File: src/rtl/i2c_cmd_pkg.sv
package i2c_cmd_pkg;
  typedef enum logic [3:0] {
    ST_IDLE, ST_ADDR, ST_ADDR_ACK, ST_SUB, ST_SUB_ACK,
    ST_DATA, ST_DATA_ACK, ST_RD, ST_RD_ACK
  } tgt_state_e;
endpackage

File: src/rtl/i2c_sync.sv
module i2c_sync #(
  parameter int STAGES = 2,
  parameter int W      = 2
) (
  input  logic         clk_i,
  input  logic         rst_ni,
  input  logic [W-1:0] d_i,
  output logic [W-1:0] q_o
);
  logic [W-1:0] stg [STAGES];

  for (genvar s = 0; s < STAGES; s++) begin : g_stage
    always_ff @(posedge clk_i or negedge rst_ni) begin
      if (!rst_ni) stg[s] <= '1;  // idle bus reads high
      else if (s == 0) stg[s] <= d_i;
      else stg[s] <= stg[(s == 0) ? 0 : s-1];
    end
  end

  assign q_o = stg[STAGES-1];
endmodule

File: src/rtl/i2c_bus_events.sv
module i2c_bus_events (
  input  logic clk_i,
  input  logic rst_ni,
  input  logic scl_s_i,
  input  logic sda_s_i,
  output logic scl_rise_o,
  output logic scl_fall_o,
  output logic start_o,
  output logic stop_o
);
  logic scl_q, sda_q;

  always_ff @(posedge clk_i or negedge rst_ni) begin
    if (!rst_ni) begin
      scl_q <= 1'b1;
      sda_q <= 1'b1;
    end else begin
      scl_q <= scl_s_i;
      sda_q <= sda_s_i;
    end
  end

  assign scl_rise_o = !scl_q && scl_s_i;
  assign scl_fall_o = scl_q && !scl_s_i;
  assign start_o    = scl_q && scl_s_i && sda_q && !sda_s_i;
  assign stop_o     = scl_q && scl_s_i && !sda_q && sda_s_i;
endmodule

File: src/rtl/i2c_target_fsm.sv
module i2c_target_fsm
  import i2c_cmd_pkg::*;
#(
  parameter logic [6:0] DEV_ADDR = 7'h09,
  parameter int DW       = 8,
  parameter int IDX_W    = 2,
  parameter int NUM_REGS = 3
) (
  input  logic             clk_i,
  input  logic             rst_ni,
  input  logic             sda_s_i,
  input  logic             scl_rise_i,
  input  logic             scl_fall_i,
  input  logic             start_i,
  input  logic             stop_i,
  input  logic [DW-1:0]    status_i,
  output logic             sda_pd_o,
  output logic             wr_en_o,
  output logic [IDX_W-1:0] wr_idx_o,
  output logic [DW-1:0]    wr_data_o,
  output logic             rd_ack_o
);
  localparam int CW = $clog2(DW + 1);
  localparam logic [CW-1:0] LAST = CW'(DW);
  localparam logic [IDX_W:0] NREG = NUM_REGS[IDX_W:0];

  tgt_state_e      state;
  logic [CW-1:0]   cnt;
  logic [DW-1:0]   sh, rd_sh;
  logic            rw;

  always_ff @(posedge clk_i or negedge rst_ni) begin
    if (!rst_ni) begin
      state <= ST_IDLE; cnt <= '0; sh <= '0; rd_sh <= '0; rw <= 1'b0;
      sda_pd_o <= 1'b0; wr_en_o <= 1'b0; wr_idx_o <= '0;
      wr_data_o <= '0; rd_ack_o <= 1'b0;
    end else begin
      wr_en_o  <= 1'b0;
      rd_ack_o <= 1'b0;
      if (start_i) begin
        state <= ST_ADDR; cnt <= '0; sda_pd_o <= 1'b0;
      end else if (stop_i) begin
        state <= ST_IDLE; sda_pd_o <= 1'b0;
      end else begin
        unique case (state)
          ST_ADDR, ST_SUB, ST_DATA: begin
            if (scl_rise_i) begin
              sh  <= {sh[DW-2:0], sda_s_i};
              cnt <= cnt + 1'b1;
            end else if (scl_fall_i && cnt == LAST) begin
              cnt <= '0;
              if (state == ST_ADDR) begin
                if (sh[DW-1:1] == DEV_ADDR) begin
                  sda_pd_o <= 1'b1; rw <= sh[0]; state <= ST_ADDR_ACK;
                end else state <= ST_IDLE;
              end else if (state == ST_SUB) begin
                wr_idx_o <= sh[IDX_W-1:0];
                sda_pd_o <= 1'b1; state <= ST_SUB_ACK;
              end else begin
                sda_pd_o  <= 1'b1; state <= ST_DATA_ACK;
                wr_data_o <= sh;
                wr_en_o   <= ({1'b0, wr_idx_o} < NREG);
              end
            end
          end
          ST_ADDR_ACK: if (scl_fall_i) begin
            if (rw) begin
              sda_pd_o <= !status_i[DW-1];
              rd_sh    <= {status_i[DW-2:0], 1'b0};
              cnt      <= '0;
              state    <= ST_RD;
            end else begin
              sda_pd_o <= 1'b0; state <= ST_SUB;
            end
          end
          ST_SUB_ACK: if (scl_fall_i) begin
            sda_pd_o <= 1'b0; state <= ST_DATA;
          end
          ST_DATA_ACK: if (scl_fall_i) begin
            sda_pd_o <= 1'b0; state <= ST_IDLE;
          end
          ST_RD: begin
            if (scl_rise_i) cnt <= cnt + 1'b1;
            else if (scl_fall_i) begin
              if (cnt == LAST) begin
                sda_pd_o <= 1'b0; state <= ST_RD_ACK;
              end else begin
                sda_pd_o <= !rd_sh[DW-1];
                rd_sh    <= {rd_sh[DW-2:0], 1'b0};
              end
            end
          end
          ST_RD_ACK: if (scl_rise_i) begin
            rd_ack_o <= !sda_s_i;
            state    <= ST_IDLE;
          end
          default: state <= ST_IDLE;
        endcase
      end
    end
  end
endmodule

File: src/rtl/i2c_cmd_bank.sv
module i2c_cmd_bank #(
  parameter int NUM_REGS = 3,
  parameter int DW       = 8,
  parameter int IDX_W    = 2
) (
  input  logic                          clk_i,
  input  logic                          rst_ni,
  input  logic                          wr_en_i,
  input  logic [IDX_W-1:0]              wr_idx_i,
  input  logic [DW-1:0]                 wr_data_i,
  input  logic                          commit_i,
  output logic [NUM_REGS-1:0][DW-1:0]   cmd_o
);
  for (genvar g = 0; g < NUM_REGS; g++) begin : g_reg
    logic [DW-1:0] hold;
    always_ff @(posedge clk_i or negedge rst_ni) begin
      if (!rst_ni) begin
        hold     <= '0;
        cmd_o[g] <= '0;
      end else begin
        if (wr_en_i && wr_idx_i == IDX_W'(g)) hold <= wr_data_i;
        if (commit_i) cmd_o[g] <= hold;
      end
    end
  end
endmodule

File: src/rtl/i2c_cmd_target.sv
module i2c_cmd_target #(
  parameter logic [6:0] DEV_ADDR = 7'h09,
  parameter int DW          = 8,
  parameter int SYNC_STAGES = 2
) (
  input  logic          clk_i,
  input  logic          rst_ni,
  input  logic          scl_i,
  input  logic          sda_i,
  output logic          sda_pd_o,
  input  logic [DW-1:0] status_i,
  input  logic          irq_req_i,
  output logic [DW-1:0] cmd0_o,
  output logic [DW-1:0] cmd1_o,
  output logic [DW-1:0] cmd2_o,
  output logic          irq_no
);
  localparam int NUM_REGS = 3;
  localparam int IDX_W    = 2;

  logic                        scl_s, sda_s;
  logic                        scl_rise, scl_fall, start_det, stop_det;
  logic                        wr_en, rd_ack, irq_pend;
  logic [IDX_W-1:0]            wr_idx;
  logic [DW-1:0]               wr_data;
  logic [NUM_REGS-1:0][DW-1:0] cmd;

  i2c_sync #(.STAGES(SYNC_STAGES), .W(2)) u_sync (
    .clk_i, .rst_ni, .d_i({scl_i, sda_i}), .q_o({scl_s, sda_s})
  );

  i2c_bus_events u_evt (
    .clk_i, .rst_ni, .scl_s_i(scl_s), .sda_s_i(sda_s),
    .scl_rise_o(scl_rise), .scl_fall_o(scl_fall),
    .start_o(start_det), .stop_o(stop_det)
  );

  i2c_target_fsm #(
    .DEV_ADDR(DEV_ADDR), .DW(DW), .IDX_W(IDX_W), .NUM_REGS(NUM_REGS)
  ) u_fsm (
    .clk_i, .rst_ni, .sda_s_i(sda_s), .scl_rise_i(scl_rise),
    .scl_fall_i(scl_fall), .start_i(start_det), .stop_i(stop_det),
    .status_i, .sda_pd_o, .wr_en_o(wr_en), .wr_idx_o(wr_idx),
    .wr_data_o(wr_data), .rd_ack_o(rd_ack)
  );

  i2c_cmd_bank #(.NUM_REGS(NUM_REGS), .DW(DW), .IDX_W(IDX_W)) u_bank (
    .clk_i, .rst_ni, .wr_en_i(wr_en), .wr_idx_i(wr_idx),
    .wr_data_i(wr_data), .commit_i(stop_det), .cmd_o(cmd)
  );

  // new request wins over a same-cycle clear
  always_ff @(posedge clk_i or negedge rst_ni) begin
    if (!rst_ni)        irq_pend <= 1'b0;
    else if (irq_req_i) irq_pend <= 1'b1;
    else if (rd_ack)    irq_pend <= 1'b0;
  end

  assign irq_no = !irq_pend;
  assign cmd0_o = cmd[0];
  assign cmd1_o = cmd[1];
  assign cmd2_o = cmd[2];
endmodule

File: config.mk
export PLATFORM = sky130hd
export DESIGN_NAME = i2c_cmd_target
export DESIGN_NICKNAME = d
export VERILOG_FILES = /design/src/rtl/i2c_cmd_pkg.sv /design/src/rtl/i2c_sync.sv /design/src/rtl/i2c_bus_events.sv /design/src/rtl/i2c_target_fsm.sv /design/src/rtl/i2c_cmd_bank.sv /design/src/rtl/i2c_cmd_target.sv
export SDC_FILE = /design/constraint.sdc
export NUM_CORES = 1
export LEC_CHECK = 0
export ABC_AREA = 1
export BUFFER_PORTS_ARGS = -buffer_cell sky130_fd_sc_hd__buf_2
export CAP_MARGIN = 20
export CORE_MARGIN = 2
export CORE_UTILIZATION = 53
export CTS_CLUSTER_DIAMETER = 30
export CTS_CLUSTER_SIZE = 8
export DETAILED_ROUTE_END_ITERATION = 6
export PLACE_DENSITY = 0.82
export SYNTH_ARGS = -nofsm -noshare
export SYNTH_HDL_FRONTEND = slang
export SYNTH_SLANG_ARGS = --single-unit
File: constraint.sdc
create_clock -name clk_i -period 1.35 [get_ports clk_i]
set_input_delay 0.135 -clock clk_i [delete_from_list [all_inputs] [get_ports clk_i]]
set_output_delay 0.135 -clock clk_i [all_outputs]
set_load 0.02 [all_outputs]
==> flow_results.xml <==
<?xml version="1.0" encoding="UTF-8"?>
<metrics>
  <group name="timing">
    <metric name="fin_crit_sh" unit="">1.21</metric>
    <metric name="rsz0062_at_grt" unit="">true</metric>
    <metric name="timing.clock.skew" unit="ns">0.0150</metric>
    <metric name="worst-slew-pin-transition" unit="ns">0.478</metric>
    <metric name="setup_viol_count_final" unit="">60</metric>
    <metric name="totalNegativeSetupSlack" unit="ns">-7.45</metric>
    <metric name="finalWorstPathRequiredPeriod" unit="ns">1.64</metric>
    <metric name="final_count_of_pins_violating_max_slew" unit="">0</metric>
    <metric name="finalHoldViolCount" unit="">0</metric>
    <metric name="slew_headroom" unit="">0.682</metric>
    <metric name="finalHoldWorstSlack" unit="ns">0.0189</metric>
    <metric name="max_freq" unit="MHz">610</metric>
    <metric name="post-route-worst-setup-slack" unit="ns">-0.289</metric>
  </group>
  <group name="global_routing">
    <metric name="grt_start_max_net_pins" unit="">93</metric>
    <metric name="initial_antenna_violation_count" unit="">0</metric>
    <metric name="grt_overflow" unit="">0</metric>
    <metric name="grt_pass1_vias" unit="">3729</metric>
    <metric name="wire_length_of_the_first_global_routing_pass" unit="mm">17.4</metric>
    <metric name="grt_overall_usage" unit="">0.259</metric>
  </group>
  <group name="logic_synthesis">
    <metric name="post_synth_num_cell_types" unit="">27</metric>
    <metric name="synth-seq-cells" unit="">92</metric>
    <metric name="synth_area_leader_cell" unit="">sky130_fd_sc_hd__dfrtp_1</metric>
    <metric name="synth_async_sr_flop_share" unit="">1.00</metric>
    <metric name="netlist_top_cells_area" unit="">sky130_fd_sc_hd__dfrtp_1 52%, sky130_fd_sc_hd__nand2_1 17%, sky130_fd_sc_hd__o21ai_0 7.0%</metric>
    <metric name="post_synth_top_flop" unit="">sky130_fd_sc_hd__dfrtp_1</metric>
    <metric name="synth_largest_type_area_fraction" unit="">0.518</metric>
    <metric name="post_synth_instance_area" unit="mm²">0.00416</metric>
    <metric name="synth.avg_cell_area" unit="µm²">8.21</metric>
    <metric name="number_of_flops_mapped_to_enable_cells_by_yosys" unit="">0</metric>
    <metric name="yosysMostFrequentCell" unit="">sky130_fd_sc_hd__nand2_1</metric>
    <metric name="top_cells_by_count_synth" unit="">189 x sky130_fd_sc_hd__nand2_1, 86 x sky130_fd_sc_hd__dfrtp_1, 58 x sky130_fd_sc_hd__o21ai_0</metric>
    <metric name="synthesis.instances" unit="">506</metric>
    <metric name="synth_seq_area_share" unit="">0.556</metric>
    <metric name="synth.net_count" unit="">521</metric>
    <metric name="ys_warn_count" unit="">0</metric>
  </group>
  <group name="drt">
    <metric name="route.antenna.remaining_nets" unit="">0</metric>
    <metric name="detail_route.first_pass.iterations" unit="">6</metric>
    <metric name="drc" unit="">0</metric>
    <metric name="via_per_inst" unit="">5.28</metric>
    <metric name="detailroute.via_count" unit="">3842</metric>
    <metric name="drt_iter0_drc" unit="">403</metric>
    <metric name="wire_per_inst" unit="µm">15.2</metric>
    <metric name="wl" unit="mm">11.1</metric>
  </group>
  <group name="floorplanning">
    <metric name="chipHeight" unit="µm">92.6</metric>
    <metric name="row_count" unit="">32</metric>
    <metric name="core_region_area" unit="mm²">0.00765</metric>
    <metric name="initial_cell_density_of_the_core" unit="">0.544</metric>
    <metric name="io_pins" unit="">39</metric>
    <metric name="full_die_area" unit="mm²">0.00857</metric>
    <metric name="width_of_the_chip" unit="µm">92.6</metric>
  </group>
  <group name="hold_path">
    <metric name="kind_of_path_behind_the_tightest_hold_check" unit="">input pin to flop</metric>
  </group>
  <group name="critical_path">
    <metric name="cp_slowest_stage_delay" unit="ns">0.59</metric>
    <metric name="critPathRequiredTime" unit="ns">1.67</metric>
    <metric name="crit_chain" unit="">nand2_4 -&gt; nor2_4 -&gt; buf_6 -&gt; buf_4 -&gt; nor2_1 -&gt; nand3_1 -&gt; nand2_1 -&gt; nor2_1 -&gt; nand3_1 -&gt; nand2_1</metric>
    <metric name="critical_path.max_fanout" unit="">4</metric>
    <metric name="slowest_cp_cell" unit="">sky130_fd_sc_hd__dfstp_2</metric>
    <metric name="startpoint_type" unit="">flop</metric>
    <metric name="end_kind" unit="">flop</metric>
    <metric name="critical_path_class" unit="">flop to flop</metric>
    <metric name="critPathArrivalTime" unit="ns">1.96</metric>
  </group>
  <group name="clock_network">
    <metric name="max-clock-path-buffers" unit="">2</metric>
    <metric name="cts.sinks" unit="">92</metric>
    <metric name="h_tree_depth" unit="">3</metric>
    <metric name="tritoncts" unit="">built</metric>
    <metric name="path_clk_slew" unit="ns">0.10</metric>
    <metric name="clock_insertion_delay_worst_skew" unit="ns">0.38</metric>
    <metric name="cts-buffers-inserted" unit="">9</metric>
    <metric name="root_buffer" unit="">sky130_fd_sc_hd__clkbuf_8</metric>
  </group>
  <group name="run_status">
    <metric name="outcome" unit="">complete, but fails checks</metric>
    <metric name="failing_checks" unit="">setup timing</metric>
  </group>
  <group name="power">
    <metric name="pd_cells" unit="mW/mm²">936</metric>
    <metric name="peak_supply_drop" unit="V">0.000780</metric>
    <metric name="static-leakage-power" unit="µW">0.00289</metric>
    <metric name="fin_total_pwr" unit="µW">5300</metric>
  </group>
  <group name="layout">
    <metric name="fillerInstances" unit="">514</metric>
    <metric name="syn2layout_area_growth" unit="%">36.3</metric>
    <metric name="postLayoutCellArea" unit="mm²">0.00566</metric>
    <metric name="post_route_cells_drive_above_1_share" unit="">0.373</metric>
    <metric name="design.final.nets" unit="">635</metric>
    <metric name="insertedDiodeCount" unit="">0</metric>
  </group>
  <group name="placement">
    <metric name="placement.io_buffers" unit="">38</metric>
    <metric name="place.detailed.hpwl" unit="mm">6.42</metric>
    <metric name="gp_congestion" unit="">0.943</metric>
    <metric name="placed_cell_areas" unit="mm²">0.00485</metric>
  </group>
  <group name="run">
    <metric name="timing.max_cap.violations" unit="">0</metric>
  </group>
</metrics>
## per-stage QoR
stage | setup slack, ns | util | instances
3_3_place_gp | -0.188 | 0.634 | 687
4_1_cts | -0.183 | 0.708 | 721
6_report | -0.289 | 0.741 | 727
2_1_floorplan | -0.112 | - | 506
3_5_place_dp | -0.244 | 0.634 | 687
5_1_grt | -0.391 | 0.741 | 727
## placed cells by master (no fill, tap or decap), types with 8 or more instances in the layout
cell type                  count
sky130_fd_sc_hd__o21ai_1      16
sky130_fd_sc_hd__inv_2        11
sky130_fd_sc_hd__nor2_1       25
sky130_fd_sc_hd__o21ai_0      43
sky130_fd_sc_hd__nor2_4       11
sky130_fd_sc_hd__dfrtp_1      84
sky130_fd_sc_hd__nand2_4      10
sky130_fd_sc_hd__nand2_2      28
sky130_fd_sc_hd__clkbuf_8      9
sky130_fd_sc_hd__o21ai_2       9
sky130_fd_sc_hd__buf_2        37
sky130_fd_sc_hd__nand2_1     157
sky130_fd_sc_hd__nor2_2        8
sky130_fd_sc_hd__buf_6         8
sky130_fd_sc_hd__buf_4        62
sky130_fd_sc_hd__nand3_1      16
sky130_fd_sc_hd__inv_1        33
## logic make-up after synthesis
logic type | Yosys count | share of synthesized area
buf+inv | 62 | 0.0623
fa+ha+maj | 2 | 0.00602
simple gates | 273 | 0.280
compound gates | 76 | 0.0942
flops | 92 | 0.556
xor+xnor | 1 | 0.00211
## what timing repair did
action,in CTS,in global routing
setup endpoints to repair,49,69
hold buffers,4,0
setup buffers,12,6
resized for setup,58,57
gates cloned,2,1
pin swaps,17,16
hold endpoints to repair,89,0
## metal layers
layer / global-route usage / routed length [µm] / vias up
met5: 0 / 0 / -
met1: 0.344 / 4520 / 1815
met2: 0.416 / 5630 / 157
li1: - / - / 1829
met3: 0.0667 / 617 / 41
met4: 0.0908 / 295 / 0
## final timing paths
check | start | endpoint | slack, ns | cells past startpoint
max | u_sync.q_o[1] | u_fsm.sda_pd_o | -0.29 | 10
min | status_i[0] | u_fsm.rd_sh[1] | 0.02 | 3
max reg2reg | u_sync.q_o[1] | u_fsm.sda_pd_o | -0.29 | 10
min reg2reg | u_sync.stg[2] | u_sync.q_o[0] | 0.36 | 0
max in group asynchronous | rst_ni | u_fsm.state[2] | 0.63 | 3
min in group asynchronous | rst_ni | u_bank.g_reg[2].hold[5] | 0.33 | 3
## area by class of cell
| cell class | instances | area, µm² | share of cell area |
|---|---|---|---|
| clock buffer | 9 | 124 | 0.0219 |
| clock inverter | 7 | 85.1 | 0.0150 |
| inverter | 47 | 195 | 0.0345 |
| multi-input combinational | 354 | 1940 | 0.342 |
| sequential | 92 | 2310 | 0.408 |
| tap | 102 | 128 | 0.0225 |
| timing repair buffer | 116 | 881 | 0.156 |
## power breakdown
group	total [µW]	leakage, µW	internal (µW)	switching (µW)
Combinational	474	0.00157	194	280
Sequential	2850	0.00122	2820	36.8
Clock	1980	0.000109	892	1080
## sequential cells by signal, indices dropped and copies added (netlist names)
register / cells
u_fsm.rd_sh: 7
irq_pend: 1
u_bank.g.hold: 24
u_fsm.wr_data_o: 8
u_fsm.cnt: 4
u_sync.stg: 2
u_evt.scl_q: 1
u_fsm.sh: 8
u_fsm.sda_pd_o: 1
u_sync.q_o: 2
u_fsm.wr_idx_o: 2
u_evt.sda_q: 1
u_fsm.rd_ack_o: 1
u_fsm.state: 4
u_fsm.rw: 1
u_bank.cmd_o: 24
u_fsm.wr_en_o: 1
## critical path, delay by kind of cell (launching register included)
family | cells | cell delay (ns)
buf+inv | 2 | 0.26
simple gates | 8 | 0.74
flops | 1 | 0.59
No activity file was read; power rests on OpenSTA's default activity.
